[src/rtl/sbb_pkg.sv]
package sbb_pkg;
  typedef enum logic [3:0] {
    ST_CMD, ST_ADDR, ST_PADDR, ST_MASK, ST_VAL, ST_SIZE, ST_CFG, ST_NEXT,
    ST_PWAIT, ST_XFER, ST_WDATA, ST_RREQ, ST_RCAP, ST_SEND, ST_STAT, ST_ERR
  } st_e;

  typedef struct packed {
    logic ok;
    logic cfg;
    logic wr;
    logic sized;
    logic polled;
  } cmd_t;

  localparam logic [7:0] CFG_OP = 8'h08;
endpackage

[src/rtl/sbb_cmd_decode.sv]
module sbb_cmd_decode
  import sbb_pkg::*;
(
  input  logic [7:0] op,
  output cmd_t       dec
);
  always_comb begin
    dec.cfg    = (op == CFG_OP);
    dec.ok     = dec.cfg || (op[7:3] == 5'd0);
    dec.wr     = op[0];
    dec.sized  = op[1];
    dec.polled = op[2];
  end
endmodule

[src/rtl/sbb_shift_field.sv]
module sbb_shift_field #(
  parameter int W = 16,
  parameter int B = 8
) (
  input  logic         clk,
  input  logic         rst,
  input  logic         en,
  input  logic [B-1:0] din,
  output logic [W-1:0] q
);
  always_ff @(posedge clk) begin
    if (rst)     q <= '0;
    else if (en) q <= {q[W-B-1:0], din};
  end
endmodule

[src/rtl/sbb_tx_slot.sv]
module sbb_tx_slot #(
  parameter int B = 8
) (
  input  logic         clk,
  input  logic         rst,
  input  logic         load,
  input  logic [B-1:0] din,
  input  logic         ready,
  output logic         valid,
  output logic [B-1:0] data,
  output logic         free
);
  assign free = !valid || ready;

  always_ff @(posedge clk) begin
    if (rst) begin
      valid <= 1'b0;
      data  <= '0;
    end else if (load) begin
      valid <= 1'b1;
      data  <= din;
    end else if (ready) begin
      valid <= 1'b0;
    end
  end
endmodule

[src/rtl/sbus_bridge.sv]
module sbus_bridge
  import sbb_pkg::*;
#(
  parameter int ADDR_W = 16,
  parameter int DATA_W = 8,
  parameter int TMO_W  = 32
) (
  input  logic              clk,
  input  logic              rst,
  input  logic [DATA_W-1:0] rx_data,
  input  logic              rx_valid,
  output logic              rx_ready,
  output logic [DATA_W-1:0] tx_data,
  output logic              tx_valid,
  input  logic              tx_ready,
  output logic [ADDR_W-1:0] bus_addr,
  output logic [DATA_W-1:0] bus_wdata,
  output logic              bus_wr,
  output logic              bus_rd,
  input  logic [DATA_W-1:0] bus_rdata,
  output logic              poll_start,
  output logic [ADDR_W-1:0] poll_addr,
  output logic [DATA_W-1:0] poll_mask,
  output logic [DATA_W-1:0] poll_value,
  input  logic              poll_done,
  input  logic              poll_miss,
  output logic [TMO_W-1:0]  poll_limit,
  output logic              err
);
  localparam int ADDR_BYTES = ADDR_W / DATA_W;
  localparam int TMO_BYTES  = TMO_W / DATA_W;
  localparam int MAXB       = (TMO_BYTES > ADDR_BYTES) ? TMO_BYTES : ADDR_BYTES;
  localparam int FCNT_W     = $clog2(MAXB) + 1;
  localparam logic [FCNT_W-1:0] ALAST = FCNT_W'(ADDR_BYTES - 1);
  localparam logic [FCNT_W-1:0] TLAST = FCNT_W'(TMO_BYTES - 1);

  st_e               st;
  cmd_t              dec;
  logic [FCNT_W-1:0] fcnt;
  logic              f_wr, f_sized, f_polled, tmo_hit;
  logic [DATA_W-1:0] remain, done_cnt, rbuf;
  logic              take, tx_free, tx_load;
  logic [DATA_W-1:0] tx_din;

  always_comb begin
    case (st)
      ST_CMD, ST_ADDR, ST_PADDR, ST_MASK, ST_VAL, ST_SIZE,
      ST_CFG, ST_WDATA, ST_ERR: rx_ready = 1'b1;
      default:                  rx_ready = 1'b0;
    endcase
  end
  assign take = rx_valid && rx_ready;
  assign err  = (st == ST_ERR);

  sbb_cmd_decode u_dec (.op(rx_data), .dec(dec));

  sbb_shift_field #(.W(ADDR_W), .B(DATA_W)) u_addr (
    .clk(clk), .rst(rst), .en(take && st == ST_ADDR), .din(rx_data), .q(bus_addr));
  sbb_shift_field #(.W(ADDR_W), .B(DATA_W)) u_paddr (
    .clk(clk), .rst(rst), .en(take && st == ST_PADDR), .din(rx_data), .q(poll_addr));
  sbb_shift_field #(.W(TMO_W), .B(DATA_W)) u_limit (
    .clk(clk), .rst(rst), .en(take && st == ST_CFG), .din(rx_data), .q(poll_limit));

  always_comb begin
    tx_load = 1'b0;
    tx_din  = rbuf;
    if (st == ST_SEND && tx_free) tx_load = 1'b1;
    if (st == ST_STAT && tx_free) begin
      tx_load = 1'b1;
      tx_din  = done_cnt;
    end
  end

  sbb_tx_slot #(.B(DATA_W)) u_tx (
    .clk(clk), .rst(rst), .load(tx_load), .din(tx_din), .ready(tx_ready),
    .valid(tx_valid), .data(tx_data), .free(tx_free));

  always_ff @(posedge clk) begin
    if (rst) begin
      st <= ST_CMD;   fcnt <= '0;
      f_wr <= 1'b0;   f_sized <= 1'b0;  f_polled <= 1'b0; tmo_hit <= 1'b0;
      remain <= '0;   done_cnt <= '0;   rbuf <= '0;
      poll_mask <= '0; poll_value <= '0; bus_wdata <= '0;
      bus_wr <= 1'b0; bus_rd <= 1'b0;   poll_start <= 1'b0;
    end else begin
      bus_wr     <= 1'b0;
      bus_rd     <= 1'b0;
      poll_start <= 1'b0;
      case (st)
        ST_CMD: if (take) begin
          fcnt <= '0;
          if (dec.cfg)      st <= ST_CFG;
          else if (!dec.ok) st <= ST_ERR;
          else begin
            f_wr <= dec.wr; f_sized <= dec.sized; f_polled <= dec.polled;
            remain <= DATA_W'(1); done_cnt <= '0; tmo_hit <= 1'b0;
            st <= ST_ADDR;
          end
        end
        ST_ADDR: if (take) begin
          if (fcnt == ALAST) begin
            fcnt <= '0;
            st   <= f_polled ? ST_PADDR : (f_sized ? ST_SIZE : ST_NEXT);
          end else fcnt <= fcnt + 1'b1;
        end
        ST_PADDR: if (take) begin
          if (fcnt == ALAST) begin
            fcnt <= '0;
            st   <= ST_MASK;
          end else fcnt <= fcnt + 1'b1;
        end
        ST_MASK: if (take) begin
          poll_mask <= rx_data;
          st        <= ST_VAL;
        end
        ST_VAL: if (take) begin
          poll_value <= rx_data;
          st         <= f_sized ? ST_SIZE : ST_NEXT;
        end
        ST_SIZE: if (take) begin
          remain <= rx_data;
          st     <= ST_NEXT;
        end
        ST_CFG: if (take) begin
          if (fcnt == TLAST) begin
            fcnt <= '0;
            st   <= ST_CMD;
          end else fcnt <= fcnt + 1'b1;
        end
        ST_NEXT: begin
          if (remain == '0) st <= ST_STAT;
          else if (f_polled && !tmo_hit) begin
            poll_start <= 1'b1;
            st         <= ST_PWAIT;
          end else st <= ST_XFER;
        end
        ST_PWAIT: if (poll_done) begin
          tmo_hit <= poll_miss;
          st      <= ST_XFER;
        end
        ST_XFER: begin
          if (f_wr) st <= ST_WDATA;
          else if (tmo_hit) begin
            rbuf <= '0;
            st   <= ST_SEND;
          end else begin
            bus_rd <= 1'b1;
            st     <= ST_RREQ;
          end
        end
        ST_WDATA: if (take) begin
          if (!tmo_hit) begin
            bus_wr    <= 1'b1;
            bus_wdata <= rx_data;
            done_cnt  <= done_cnt + 1'b1;
          end
          remain <= remain - 1'b1;
          st     <= ST_NEXT;
        end
        ST_RREQ: st <= ST_RCAP;
        ST_RCAP: begin
          rbuf     <= bus_rdata;
          done_cnt <= done_cnt + 1'b1;
          st       <= ST_SEND;
        end
        ST_SEND: if (tx_free) begin
          remain <= remain - 1'b1;
          st     <= ST_NEXT;
        end
        ST_STAT: if (tx_free) st <= ST_CMD;
        ST_ERR:  st <= ST_ERR;
        default: st <= ST_ERR;
      endcase
    end
  end
endmodule

[config.mk]
export PLATFORM = sky130hd
export DESIGN_NAME = sbus_bridge
export DESIGN_NICKNAME = d
export VERILOG_FILES = /design/src/rtl/sbb_pkg.sv /design/src/rtl/sbb_cmd_decode.sv /design/src/rtl/sbb_shift_field.sv /design/src/rtl/sbb_tx_slot.sv /design/src/rtl/sbus_bridge.sv
export SDC_FILE = /design/constraint.sdc
export NUM_CORES = 1
export LEC_CHECK = 0
export BUFFER_PORTS_ARGS = -buffer_cell sky130_fd_sc_hd__buf_4
export CAP_MARGIN = 40
export CELL_PAD_IN_SITES_DETAIL_PLACEMENT = 1
export CELL_PAD_IN_SITES_GLOBAL_PLACEMENT = 1
export CORE_ASPECT_RATIO = 1.4
export CORE_UTILIZATION = 30
export CTS_BUF_LIST = sky130_fd_sc_hd__clkbuf_8
export CTS_CLUSTER_SIZE = 24
export DETAILED_ROUTE_END_ITERATION = 8
export PLACE_DENSITY_LB_ADDON = 0.05
export SLEW_MARGIN = 40
export SYNTH_ARGS = -nofsm -noshare
export SYNTH_HDL_FRONTEND = slang
export SYNTH_SLANG_ARGS = --single-unit
[constraint.sdc]
create_clock -name clk -period 3.3 [get_ports clk]
set_input_delay 0.825 -clock clk [delete_from_list [all_inputs] [get_ports clk]]
set_output_delay 0.825 -clock clk [all_outputs]
set_load 0.01 [all_outputs]
* After elaboration in Yosys (flattened, before gate mapping)
Memories as Yosys holds them, arrays and structs flattened. A register that Yosys moved wholly into a read port is not among the register bits.
Index checks and enable logic that the tools add are counted.
W data, S select, Z words.
** Storage, ports and cells
- Flip-flop bits (word level) :: 135
- ROM bits :: 16
- Input port bits :: 22
- Output and inout bits :: 102
- Word-level logic and storage cells :: 162
- Memories :: 1
** Cells by class
- Add/sub/neg operators :: 3
- Equal/unequal tests :: 39
- Multiplexer cells :: 58
- Bitwise operators :: 6
- Reduce and logical (&&, ||, !) cells :: 35
** Memories
- (name not given) :: words 16, width 1, rd ports 1, clocked after Yosys merged registers in 1, write ports 0, RTL line sbus_bridge.sv:46 : case (st)
** Operators with widths (count)
- $mux W8 :: 14
- $mux W4 :: 18
- $pmux W4 S15 :: 1
- $eq A4 B4 Y1 const B :: 8
- $ne A2 B2 Y1 const B :: 16
- $pmux W8 S4 :: 1
- $mux W3 :: 8
- $pmux W8 S3 :: 1
- $eq A4 B3 Y1 const B :: 4
- $pmux W8 S2 :: 1
- $reduce_and A13 Y1 :: 1
- $mux W1 :: 11
- $ne A2 B1 Y1 const B :: 5
- $pmux W3 S3 :: 1
- $reduce_or A3 Y1 :: 3
- $add A8 B1 Y8 const B :: 1
- $eq A4 B2 Y1 const B :: 2
- $eq A8 B4 Y1 const B :: 1
- $logic_not A8 Y1 :: 1
- $reduce_and A4 Y1 :: 2
- $sub A8 B1 Y8 const B :: 1
- $logic_and A1 B1 Y1 :: 7
- $reduce_and A7 Y1 :: 1
- $not A1 Y1 :: 6
- 18 further kinds :: 26

* Logic depth before layout (Yosys ltp)
Gate-level depths: netlist of the first run.
- Depth after elaboration :: 8
- Gate-level depth with buffers :: 10
- Gate-level depth less buffers :: 9

* Hierarchy
A second synthesis of the first run with hierarchy kept.
** Second synthesis, totals
- Cells, all modules :: 632
- Area total of the unflattened synthesis :: 5997.0 um^2
** Modules (own cells, without submodules)
- sbus_bridge :: instances 1, cells each 387, area an instance 3293.2 um^2, seq. area each 1261.2 um^2
- sbb_shift_field at u_limit :: instances 1, cells each 103, area an instance 1163.6 um^2, seq. area each 640.6 um^2
- sbb_shift_field at u_addr ... :: instances 2, cells each 52, area an instance 580.6 um^2, seq. area each 320.3 um^2
- sbb_tx_slot :: instances 1, cells each 30, area an instance 321.6 um^2, seq. area each 180.2 um^2
- sbb_cmd_decode :: instances 1, cells each 8, area an instance 57.6 um^2, seq. area each 0.0 um^2

* Least setup slack after synthesis of the first run
No wires, ideal clock.
- Kind :: input port to flip-flop
- Start :: input rx_data[4]
- End :: register remain[3]
- Library setup time :: 0.128 ns
- Arrival :: 2.487 ns
- Data required time :: 3.172 ns
- Slack :: 0.686 ns
- Stages on the path :: 9
- Buffers on the path :: 2
- Cells stage by stage :: clkbuf_1 -> or4_1 -> nor2_1 -> a21oi_1 -> o32ai_1 -> buf_2 -> o21ai_0 -> a22oi_1 -> nor2_1
** Between the ends
- Word-level cells in the longest chain between the ends :: 4
- Elaborated cells on any way between the ends :: 6
- Those cells by class :: eq/ne: 3; reduce/logical: 3
** Ends and longest elaborated chain
- start, declared :: RTL line sbus_bridge.sv:10 : input logic [DATA_W-1:0] rx_data,
- $eq A8 B4 Y1 or $logic_not A5 Y1 (tied branches) :: RTL line sbb_cmd_decode.sv:8, sbb_cmd_decode.sv:9
- $logic_or A1 B1 Y1 :: RTL line sbb_cmd_decode.sv:9 : dec.ok = dec.cfg || (op[7:3] == 5'd0);
- $ne A2 B2 Y1 (no line)
- $reduce_and A7 Y1 (no line) (*)
- end signal, assigned :: RTL line sbus_bridge.sv:121 : remain <= rx_data;
- end signal, assigned :: RTL line sbus_bridge.sv:157 : remain <= remain - 1'b1;
- end signal, assigned :: RTL line sbus_bridge.sv:167 : remain <= remain - 1'b1;
- end, declared :: RTL line sbus_bridge.sv:41 : logic [DATA_W-1:0] remain, done_cnt, rbuf;
Every way passes the cells marked *; elsewhere a longest branch is shown, timed or not.
A chain may end at the register's enable or synchronous reset.

* Final worst setup path of the first run
- Start :: register st[3]
- End :: output err
** Between the ends
- Word-level cells in the longest chain between the ends :: 1
** Ends and longest elaborated chain
- start, declared :: RTL line sbus_bridge.sv:37 : st_e st;
- start signal, assigned :: RTL line sbus_bridge.sv:103 : st <= f_polled ? ST_PADDR : (f_sized ? ST_SIZE : ST_NEXT);
- start signal, assigned :: RTL line sbus_bridge.sv:118 : st <= f_sized ? ST_SIZE : ST_NEXT;
- $eq A4 B4 Y1 :: RTL line sbus_bridge.sv:53 : assign err = (st == ST_ERR);
- end, declared :: RTL line sbus_bridge.sv:28 : output logic err
No other way between the ends.

==> impl_results.md, run 1 <==
- Status: complete, no violations
- Clk slew on worst S/H paths: 0.08 ns
- Inserted Clock Buffers: 17
- Data required, critical path: around 2.5 ns
- Setup ws final: between 0.4 and 0.5 ns
- CTS tree: yes
- Drt drc: 0
- Critical path class: reg2out
- Worst hold slack: between 0.4 and 0.5 ns
- Setup crit start: st[3]$_SDFFE_PP0N_
- Reg2reg setup slack: 0.59 ns
- Actual slew at the worst max-slew pin: 0.754 ns
- Total Routed Length: 18600 um
- PwrDens: just over 600 mW/mm^2
- FF-to-FF End: rx_ready$_DFF_P_
- Die Area: about 0.02 mm^2
- Final Slew Violations: 0
- Layout cells sized above 1: 0.213
- Number of hold violations in the final report: 0
- Commonest non-fill, non-tap cells in the layout: nand2_1 (170), dfxtp_1 (136), buf_4 (136)
- CTS H-Tree Depth: 4
- Worst Reg-to-Reg Cells: 8
- Arr. time, crit path: a little under 2 ns
- Final HPWL DP: roughly 13000 um
- Grt total ovfl: 0
- Leak: 0.00293 uW
- Synth Warn #: 0
- Top_reg_cell synth: dfxtp_1
- RSZ-0062 raised after global routing: no
- Clock Latency Late Sink: between 0.4 and 0.5 ns
- WL/cell: between 15 and 20 um
- Yosys reg bits: between 100 and 150
- TritonRoute pass-1 iters: 4
- Setup Skew: just over 0.009 ns
- Relative slew slack: 0.495
- Starting Density: 0.307
- Total GRT Usage: 0.191
- Share of the synthesized area in the top cell type: 0.477
- CTS Root Cell: clkbuf_8
- Routed vias/inst: between 5 and 6
- Final TNS setup: 0 ns
- GP Congestion: slightly below 0.8
- Register area share after synthesis: 0.477
- DRT iter0 DRCs: 276
- Initial antenna violation count: 0
- Antenna cells: 0
- FF-to-FF Start: st[0]$_SDFFE_PP0N_
- Asr flop ratio synth: 0
- Final setup viols: 0
- Post-Syn Area: roughly 0.0057 mm^2
- Synth-to-Final Area Change: 28.0%
- F_max: between 300 and 400 MHz
- Most common cell after layout, fill and taps aside: nand2_1
- Vias post-DR: between 5k and 6k
- Vias in the first global route: 5381
- Final instance area: 0.00731 mm^2
- Longest Clk Path Bufs: 2
- DIE HEIGHT: about 170 um
- # nets final: 851
- Placement Setup Slack: approximately 0.43 ns
- Cells after Synth: just over 700
- VDD IR max: approximately 0.22 mV
- Synth area leader: dfxtp_1
- Post-Synthesis Mean Instance Area: 7.98 um^2
- Yosys cell types: 53
- # resized after CTS: 0
- Std-Cell Rows: a little under 60
- Post-CTS Setup Repair Bufs: 0
- Final core utilization: 0.393
- Die X: between 100 and 150 um
- Post-synth EDFFs: 0
- Core Box Area: approximately 0.019 mm^2
- Hold Buf Count CTS: 0
- Max Cap Viol: 0
- Worst Setup EP: err
- Net Count, Synth: 743
- Placed cell area: approximately 0.0069 mm^2
- Leading post-synthesis cells by cell area: dfxtp_1 (48%), nand2_1 (11%), a21oi_1 (8.5%)
- CP endpoint kind: output port
- Top Ports: ~120
- Critical path peak fanout: 17
- First-pass GRT wire length: 28900 um
- Crit path time final: 2.81 ns
- IO buf count: roughly 120
- Hold Crit Class: reg2reg
- Final ANT Viol Nets: 0
- Fin crit share: 0.852
- Startpoint Class: flip-flop
- Largest net degree at the start of global routing: 88
- Clk sinks: around 140
==> per-stage QoR <==
step / instances / total power (uW)
2_1_floorplan: 715 / 2610
3_3_place_gp: 1048 / 2990
3_5_place_dp: 1048 / 3010
4_1_cts: 1079 / 4540
5_1_grt: 1079 / 4730
6_report: 1079 / 4470
==> state kept, by name, summed over array words and instances (netlist names) <==
register and count:
poll_value 8, bus_wdata 8, bus_wr 1, f_wr 1
u_tx.valid 1, tmo_hit 1, bus_rd 1, f_polled 1
fcnt 3, poll_mask 8, remain 8, u_limit.q 32
f_sized 1, rx_ready 1, rbuf 8, st 4
done_cnt 8, poll_start 1, u_paddr.q 16, u_addr.q 16
u_tx.data 8
==> final cells by class <==
| class | count | area [um^2] |
|---|---|---|
| clock buffers | 17 | 234 |
| repair buffers | 138 | 1060 |
| multi-input cells | 519 | 2760 |
| inverters | 11 | 41.3 |
| clock inverters | 14 | 190 |
| well taps | 244 | 305 |
| flip-flops and latches | 136 | 2720 |
| fillers | 2265 | 11300 |
==> per-layer routing <==
layer	global-route usage	wire [um]	share of wire	vias to the layer above
met5	0	0	0	-
met3	0.0371	698	0.038	18
met4	0.0621	242	0.013	0
met2	0.335	9240	0.50	111
li1	-	-	-	2659
met1	0.234	8370	0.45	2617
==> report_power, final <==
part	leakage, uW	switching, uW	internal [uW]
Sequential	0.00110	129	1720
Combinational	0.00162	678	440
Clock	0.000203	745	764
==> critical path: stages (launching register included) <==
cell	delay, ns
dfxtp_1	0.74
buf_4	0.33
nand2_1	0.12
nor2_1	0.19
buf_4	0.15
==> synthesized netlist by cell type (all sizes together), types with 2 or more instances <==
library cell / n
nor2b: 4
o2111ai: 2
and2: 5
or2: 5
nor2: 77
xor2: 7
a211oi: 3
or4: 2
or3: 6
nand2b: 9
and4: 2
nand2: 170
inv: 11
mux2i: 28
a32o: 3
nand3: 10
a22oi: 13
o311ai: 2
ha: 6
clkbuf: 39
and3: 2
o221ai: 9
nor4: 2
o21ai: 16
o32a: 2
dfxtp: 136
a21oi: 97
nor3b: 2
a31oi: 2
buf: 10
nor3: 9
nand4: 10
==> cell families after synthesis <==
| logic type | Yosys count | synth area share |
|---|---|---|
| AND/OR/NAND/NOR | 318 | 0.241 |
| flip-flops | 136 | 0.477 |
| adder cells (fa/ha/maj) | 6 | 0.0131 |
| XOR/XNOR | 8 | 0.0123 |
| AO/OA/AOI/OAI | 159 | 0.165 |
| multiplexers | 28 | 0.0491 |
| buffers and inverters | 60 | 0.0419 |
==> worst min-delay path by stage <==
stage / from / end / slack [ns] / depth (start not counted)
finish: u_tx.data[1]$_SDFFE_PP0P_ / u_tx.data[1]$_SDFFE_PP0P_ / 0.46 / 2
floorplan: f_sized$_SDFFE_PP0P_ / f_sized$_SDFFE_PP0P_ / 0.45 / 2
CTS: u_tx.data[1]$_SDFFE_PP0P_ / u_tx.data[1]$_SDFFE_PP0P_ / 0.46 / 2
global placement: u_limit.q[30]$_SDFFE_PP0P_ / u_limit.q[30]$_SDFFE_PP0P_ / 0.44 / 2
detailed placement: u_tx.data[1]$_SDFFE_PP0P_ / u_tx.data[1]$_SDFFE_PP0P_ / 0.45 / 2
global route: u_limit.q[1]$_SDFFE_PP0P_ / u_limit.q[9]$_SDFFE_PP0P_ / 0.48 / 2
Note: power is estimated with default switching activity, not from simulation.
==> inputs of run 2 (changes only) <==
- PLACE_DENSITY_LB_ADDON: 0.05 -> 0.1
==> run 2 against run 1 <==
Largest power group unchanged. Non-clock buffer count is 2 higher. Hold slack better by 0.00079 ns. Flip-flop and latch count stayed put. Utilization shrank 0.17 points. Worst setup slack gained 0.047 ns. Register-to-register slack got worse by 0.05 ns. Largest cell class unchanged. Clock-buffer cell count unchanged. Design area shrank 0.45%. Sequential share of layout area is 0.17 points higher. Fmax up 1.7%. First-iteration DRC count increased by 1.1%. Via count rose by 1.6%.
==> impl_results.md, run 2 (synthesized netlist as in run 1, its figures left out) <==
- Hold EP: u_tx.data[7]$_SDFFE_PP0P_ (was u_tx.data[1]$_SDFFE_PP0P_)
- PwrDens: 601 mW/mm^2 (was 612 mW/mm^2)
- Part of the power in registers: 0.424 (was 0.413)
- Vias in the first global route: 5597 (was 5381)
- Slowest stage delay, CP: 0.53 ns (was 0.74 ns)
- Critical path class: reg2reg (was reg2out)
- Largest net degree at the start of global routing: 82 (was 88)
- Layout cells sized above 1: 0.215 (was 0.213)
- GP Congestion: 0.888 (was 0.794)
- Final HPWL DP: 13200 um (was 12900 um)
- Clock power frac: 0.313 (was 0.337)
- Std-Cell Rows: 59 (unchanged)
- Final Slew Violations: 0 (unchanged)
- Fin cells: 1082 (was 1079)
- Relative slew slack: 0.540 (was 0.495)
- Routed vias/inst: 5.07 (was 5.01)
- Number of hold violations in the final report: 0 (unchanged)
- CP endpoint kind: flip-flop (was output port)
- Tot Pwr: 4370 uW (was 4470 uW)
- Antenna cells: 0 (unchanged)
- DIE HEIGHT: 165 um (unchanged)
- Comb pwr share: 0.264 (was 0.250)
- Core Box Area: 0.0186 mm^2 (unchanged)
- Reg2reg setup slack: 0.54 ns (was 0.59 ns)
- Commonest non-fill, non-tap cells in the layout: nand2_1 (170), buf_4 (139), dfxtp_1 (136) (was nand2_1 (170), dfxtp_1 (136), buf_4 (136))
- Largest regs: u_limit.q (32), u_addr.q (16), u_paddr.q (16) (unchanged)
- CTS H-Tree Depth: 4 (unchanged)
- Die Area: 0.0196 mm^2 (unchanged)
- Starting Density: 0.307 (unchanged)
- Post-CTS Setup Repair Bufs: 0 (unchanged)
- # nets final: 853 (was 851)
- Fin crit share: 0.838 (was 0.852)
- CTS tree: yes (unchanged)
- WL/cell: 17.1 um (was 17.2 um)
- FF-to-FF End: rx_ready$_DFF_P_ (unchanged)
- CP Buf/Inv Count: 1 (was 2)
- Hold path cells: 2 (unchanged)
- Final ANT Viol Nets: 0 (unchanged)
- Final TNS setup: 0 ns (unchanged)
- DRT iter0 DRCs: 279 (was 276)
- Total Routed Length: 18500 um (was 18600 um)
- Vias post-DR: 5490 (was 5405)
- Clk sinks: 136 (unchanged)
- Critical path peak fanout: 16 (was 17)
- F_max: 362 MHz (was 356 MHz)
- Total GRT Usage: 0.194 (was 0.191)
- Clk slew on worst S/H paths: 0.08 ns (about the same)
- TritonRoute pass-1 iters: 4 (unchanged)
- Status: complete, no violations (unchanged)
- Die X: 119 um (unchanged)
- Setup Skew: 0.0131 ns (was 0.00930 ns)
- CTS Root Cell: clkbuf_8 (unchanged)
- Crit-path slowest cell: or4_4 (was dfxtp_1)
- Longest Clk Path Bufs: 2 (unchanged)
- Inserted Clock Buffers: 17 (unchanged)
- IO buf count: 123 (unchanged)
- CP top delay family: simple AND/OR/NAND/NOR gates (was flip-flops)
- Hold Path Origin: u_tx.data[7]$_SDFFE_PP0P_ (was u_tx.data[1]$_SDFFE_PP0P_)
- Reg with most FFs: u_limit.q (unchanged)
- Drt drc: 0 (unchanged)
- Worst Reg-to-Reg Cells: 8 (unchanged)
- Placement Setup Slack: 0.407 ns (was 0.433 ns)
- First-pass GRT wire length: 29800 um (was 28900 um)
- Final setup viols: 0 (unchanged)
- Setup ws final: 0.535 ns (was 0.489 ns)
- Final core utilization: 0.391 (was 0.393)
- # resized after CTS: 0 (unchanged)
- Hold Crit Class: reg2reg (unchanged)
- Initial antenna violation count: 0 (unchanged)
- Leak: 0.00293 uW (about the same)
- Hold Buf Count CTS: 0 (unchanged)
- VDD IR max: 0.237 mV (was 0.220 mV)
- Grt total ovfl: 0 (unchanged)
- Top Ports: 124 (unchanged)
- Switching Fraction: 0.349 (was 0.347)
- Internal: 2850 uW (was 2920 uW)
- Max Cap Viol: 0 (unchanged)
- Max FFs per register: 32 (unchanged)
- FF-to-FF Start: st[1]$_SDFFE_PP0N_ (was st[0]$_SDFFE_PP0N_)
- Startpoint Class: flip-flop (unchanged)
- Most common cell after layout, fill and taps aside: nand2_1 (unchanged)
- Crit path time final: 2.76 ns (was 2.81 ns)
- Synth-to-Final Area Change: 27.5% (was 28.0%)
- Arr. time, crit path: 3.08 ns (was 1.99 ns)
- Data required, critical path: 3.61 ns (was 2.47 ns)
- RSZ-0062 raised after global routing: no (unchanged)
- Post-placement cell count: 1050 (was 1048)
- NetSw: 1530 uW (was 1550 uW)
- Clock Latency Late Sink: 0.45 ns (was 0.46 ns)
- Actual slew at the worst max-slew pin: 0.687 ns (was 0.754 ns)
- Critical-path cell list: buf_4 > or4_4 > o32a_1 > and4_4 > a22o_1 > or2_0 > o41ai_1 > a311oi_1 (was buf_4 > nand2_1 > nor2_1 > buf_4)
[run 2: power by group through the flow]
stage / sequential, uW / clock, uW / combinational, uW
6_report: 1850 / 1370 / 1150
5_1_grt: 1870 / 1500 / 1270
4_1_cts: 1850 / 1410 / 1160
3_5_place_dp: 1890 / 0 / 1150
3_3_place_gp: 1880 / 0 / 1120
2_1_floorplan: 1820 / 0 / 789
[run 2: stage by stage]
| stage | hold WS [ns] | cell area, um^2 |
|---|---|---|
| 2_1_floorplan | 0.452 | 5710 |
| 3_3_place_gp | 0.442 | 6890 |
| 3_5_place_dp | 0.449 | 6890 |
| 4_1_cts | 0.461 | 7280 |
| 5_1_grt | 0.476 | 7280 |
| 6_report | 0.457 | 7280 |
[run 2: worst max-delay path by stage]
stage | depth (start not counted) | startpoint | slack (ns) | end
2_1_floorplan | 9 | rx_data[4] | 0.69 | remain[3]$_SDFFE_PP0P_
3_3_place_gp | 8 | rx_data[4] | 0.48 | done_cnt[5]$_SDFFE_PP0P_
3_5_place_dp | 8 | rx_data[4] | 0.41 | done_cnt[5]$_SDFFE_PP0P_
4_1_cts | 8 | st[1]$_SDFFE_PP0N_ | 0.53 | rx_ready$_DFF_P_
5_1_grt | 8 | st[1]$_SDFFE_PP0N_ | 0.44 | rx_ready$_DFF_P_
6_report | 8 | st[1]$_SDFFE_PP0N_ | 0.54 | rx_ready$_DFF_P_
[run 2: cell type report]
cell class | count | area (um^2)
fillers | 2316 | 11300
multi-input cells | 519 | 2760
flip-flops and latches | 136 | 2720
repair buffers | 140 | 1060
well taps | 244 | 305
clock buffers | 17 | 234
clock inverters | 15 | 155
inverters | 11 | 41.3
[run 2: worst reg2reg max path: stages (launching register included)]
cell and delay (ns):
dfxtp_1 0.50, buf_4 0.27, or4_4 0.53, o32a_1 0.22
and4_4 0.20, a22o_1 0.24, or2_0 0.23, o41ai_1 0.35
a311oi_1 0.08
[run 2: routing by layer]
metal | track usage | vias up | part of all wire
met2 | 0.341 | 126 | 0.51
li1 | - | 2664 | -
met4 | 0.0708 | 0 | 0.017
met3 | 0.0391 | 22 | 0.040
met5 | 0 | - | 0
met1 | 0.232 | 2678 | 0.44
==> inputs of run 3 (changes only) <==
- clock period: 3.3 -> 2.8 ns (I/O delays scaled with it)
==> run 3 against run 2 <==
Final cell count grew 1.1%. Non-clock buffer count rose by 12. Clock skew is 0.00060 ns lower. Die area unchanged. Power increased by 21%. Sequential power up 17%. Combinational power increased by 23%. Worst setup slack lost 0.26 ns. Hold slack about the same. Via count is 0.46% higher. Critical endpoint unchanged.
==> impl_results.md, run 3 (synthesized netlist as in run 1, its figures left out) <==
- Grt total ovfl: 0 (unchanged)
- Final HPWL DP: 13600 um (was 13200 um)
- Setup Skew: 0.0125 ns (was 0.0131 ns)
- Critical path peak fanout: 13 (was 16)
- Total Routed Length: 18900 um (was 18500 um)
- IO buf count: 123 (unchanged)
- Synth-to-Final Area Change: 29.6% (was 27.5%)
- DIE HEIGHT: 165 um (unchanged)
- Startpoint Class: flip-flop (unchanged)
- Std-Cell Rows: 59 (unchanged)
- Final Slew Violations: 0 (unchanged)
- Initial antenna violation count: 0 (unchanged)
- Inserted Clock Buffers: 17 (unchanged)
- Vias post-DR: 5515 (was 5490)
- Crit-path slowest cell: dfxtp_1 (was or4_4)
- # resized after CTS: 0 (unchanged)
- Actual slew at the worst max-slew pin: 0.662 ns (was 0.687 ns)
- Most common cell after layout, fill and taps aside: nand2_1 (unchanged)
- CTS Root Cell: clkbuf_8 (unchanged)
- Final setup viols: 0 (unchanged)
- Largest net degree at the start of global routing: 98 (was 82)
- Clk slew on worst S/H paths: 0.09 ns (was 0.08 ns)
- Final core utilization: 0.398 (was 0.391)
- Clock Latency Late Sink: 0.45 ns (about the same)
- Starting Density: 0.307 (unchanged)
- Arr. time, crit path: 2.84 ns (was 3.08 ns)
- Critical-path cell list: xor2_1 > nand4_1 > and4_4 > a22o_1 > or2_0 > o41ai_1 > a311oi_1 (was buf_4 > or4_4 > o32a_1 > and4_4 > a22o_1 > or2_0 > o41ai_1 > a311oi_1)
- Hold Buf Count CTS: 0 (unchanged)
- Commonest non-fill, non-tap cells in the layout: nand2_1 (170), buf_4 (151), dfxtp_1 (136) (was nand2_1 (170), buf_4 (139), dfxtp_1 (136))
- Core Box Area: 0.0186 mm^2 (unchanged)
- Hold path cells: 2 (unchanged)
- Drt drc: 0 (unchanged)
- Critical path class: reg2reg (unchanged)
- First-pass GRT wire length: 30000 um (was 29800 um)
- Fin crit share: 0.901 (was 0.838)
- # nets final: 865 (was 853)
- Longest Clk Path Bufs: 2 (unchanged)
- Post-CTS Setup Repair Bufs: 0 (unchanged)
- Status: complete, no violations (unchanged)
- RSZ-0062 raised after global routing: no (unchanged)
- Die X: 119 um (unchanged)
- F_max: 397 MHz (was 362 MHz)
- TritonRoute pass-1 iters: 4 (unchanged)
- Clk sinks: 136 (unchanged)
- Data required, critical path: 3.12 ns (was 3.61 ns)
- Relative slew slack: 0.557 (was 0.540)
- Routed vias/inst: 5.04 (was 5.07)
- PwrDens: 717 mW/mm^2 (was 601 mW/mm^2)
- Worst Reg-to-Reg Cells: 7 (was 8)
- Final ANT Viol Nets: 0 (unchanged)
- Reg with most FFs: u_limit.q (unchanged)
- Vias in the first global route: 5618 (was 5597)
- GP Congestion: 0.877 (was 0.888)
- Number of hold violations in the final report: 0 (unchanged)
- CP endpoint kind: flip-flop (unchanged)
- Worst hold slack: 0.457 ns (about the same)
- WL/cell: 17.3 um (was 17.1 um)
- Max Cap Viol: 0 (unchanged)
- Die Area: 0.0196 mm^2 (unchanged)
- Hold Crit Class: reg2reg (unchanged)
- Leak: 0.00300 uW (was 0.00293 uW)
- Largest regs: u_limit.q (32), u_addr.q (16), u_paddr.q (16) (unchanged)
- Final TNS setup: 0 ns (unchanged)
- Antenna cells: 0 (unchanged)
- DRT iter0 DRCs: 265 (was 279)
- CTS tree: yes (unchanged)
- Top Ports: 124 (unchanged)
- Layout cells sized above 1: 0.227 (was 0.215)
- Crit path time final: 2.52 ns (was 2.76 ns)
- CTS H-Tree Depth: 4 (unchanged)
- Max FFs per register: 32 (unchanged)
- Reg2reg setup slack: 0.28 ns (was 0.54 ns)
- Total GRT Usage: 0.197 (was 0.194)
- Slowest stage delay, CP: 0.59 ns (was 0.53 ns)
- VDD IR max: 0.261 mV (was 0.237 mV)
-- run 3: changes by cell type in the layout (fill, tap and decap cells not counted) --
cell / before / now
buf_4: 139 / 151
clkinv_2: 4 / 0
inv_6: 1 / 4
clkbuf_8: 17 / 19
clkinv_4: 5 / 4
inv_1: 12 / 11
inv_8: 1 / 2
-- run 3: report_power, final --
part           switching [uW]  total, uW  internal [uW]
sequential                131       2160           2030
clock                     861       1730            867
combinational             877       1420            546
total                    1870       5310           3440
-- run 3: layout make-up --
class	count	area [um^2]
sequential	136	2720
timing repair buffer	152	1150
clock inverter	13	160
fill	2279	11200
multi-input combinational	519	2760
tap	244	305
inverter	11	41.3
clock buffer	19	262
-- run 3: layer usage --
| metal | vias up | GRT usage | part of all wire |
|---|---|---|---|
| li1 | 2693 | - | - |
| met1 | 2665 | 0.234 | 0.44 |
| met2 | 123 | 0.346 | 0.50 |
| met3 | 34 | 0.0388 | 0.032 |
| met4 | 0 | 0.0788 | 0.023 |
| met5 | - | 0 | 0 |
-- run 3: worst paths after layout --
check                                           startpoint                         end
worst max-delay path                    st[1]$_SDFFE_PP0N_            rx_ready$_DFF_P_
worst min-delay path            u_limit.q[24]$_SDFFE_PP0P_  u_limit.q[24]$_SDFFE_PP0P_
worst max register to register          st[1]$_SDFFE_PP0N_            rx_ready$_DFF_P_
worst min register to register  u_limit.q[24]$_SDFFE_PP0P_  u_limit.q[24]$_SDFFE_PP0P_
-- run 3: critical path: cells and delay by family, from the launching register on --
family / cells / cell delay (ns)
DFF: 1 / 0.59
xor gates and xnor gates: 1 / 0.39
AOI/OAI and AO/OA: 3 / 0.68
and+or+nand+nor: 3 / 0.73
-- run 3: stage by stage --
step                power, uW  setup slack (ns)  instances  area [um^2]
CTS                      5370             0.294       1094         7400
finish                   5310             0.278       1094         7400
floorplan                3080             0.311        715         5710
global route             5610            0.0915       1094         7400
global placement         3590             0.149       1062         6980
detailed placement       3630             0.122       1062         6980
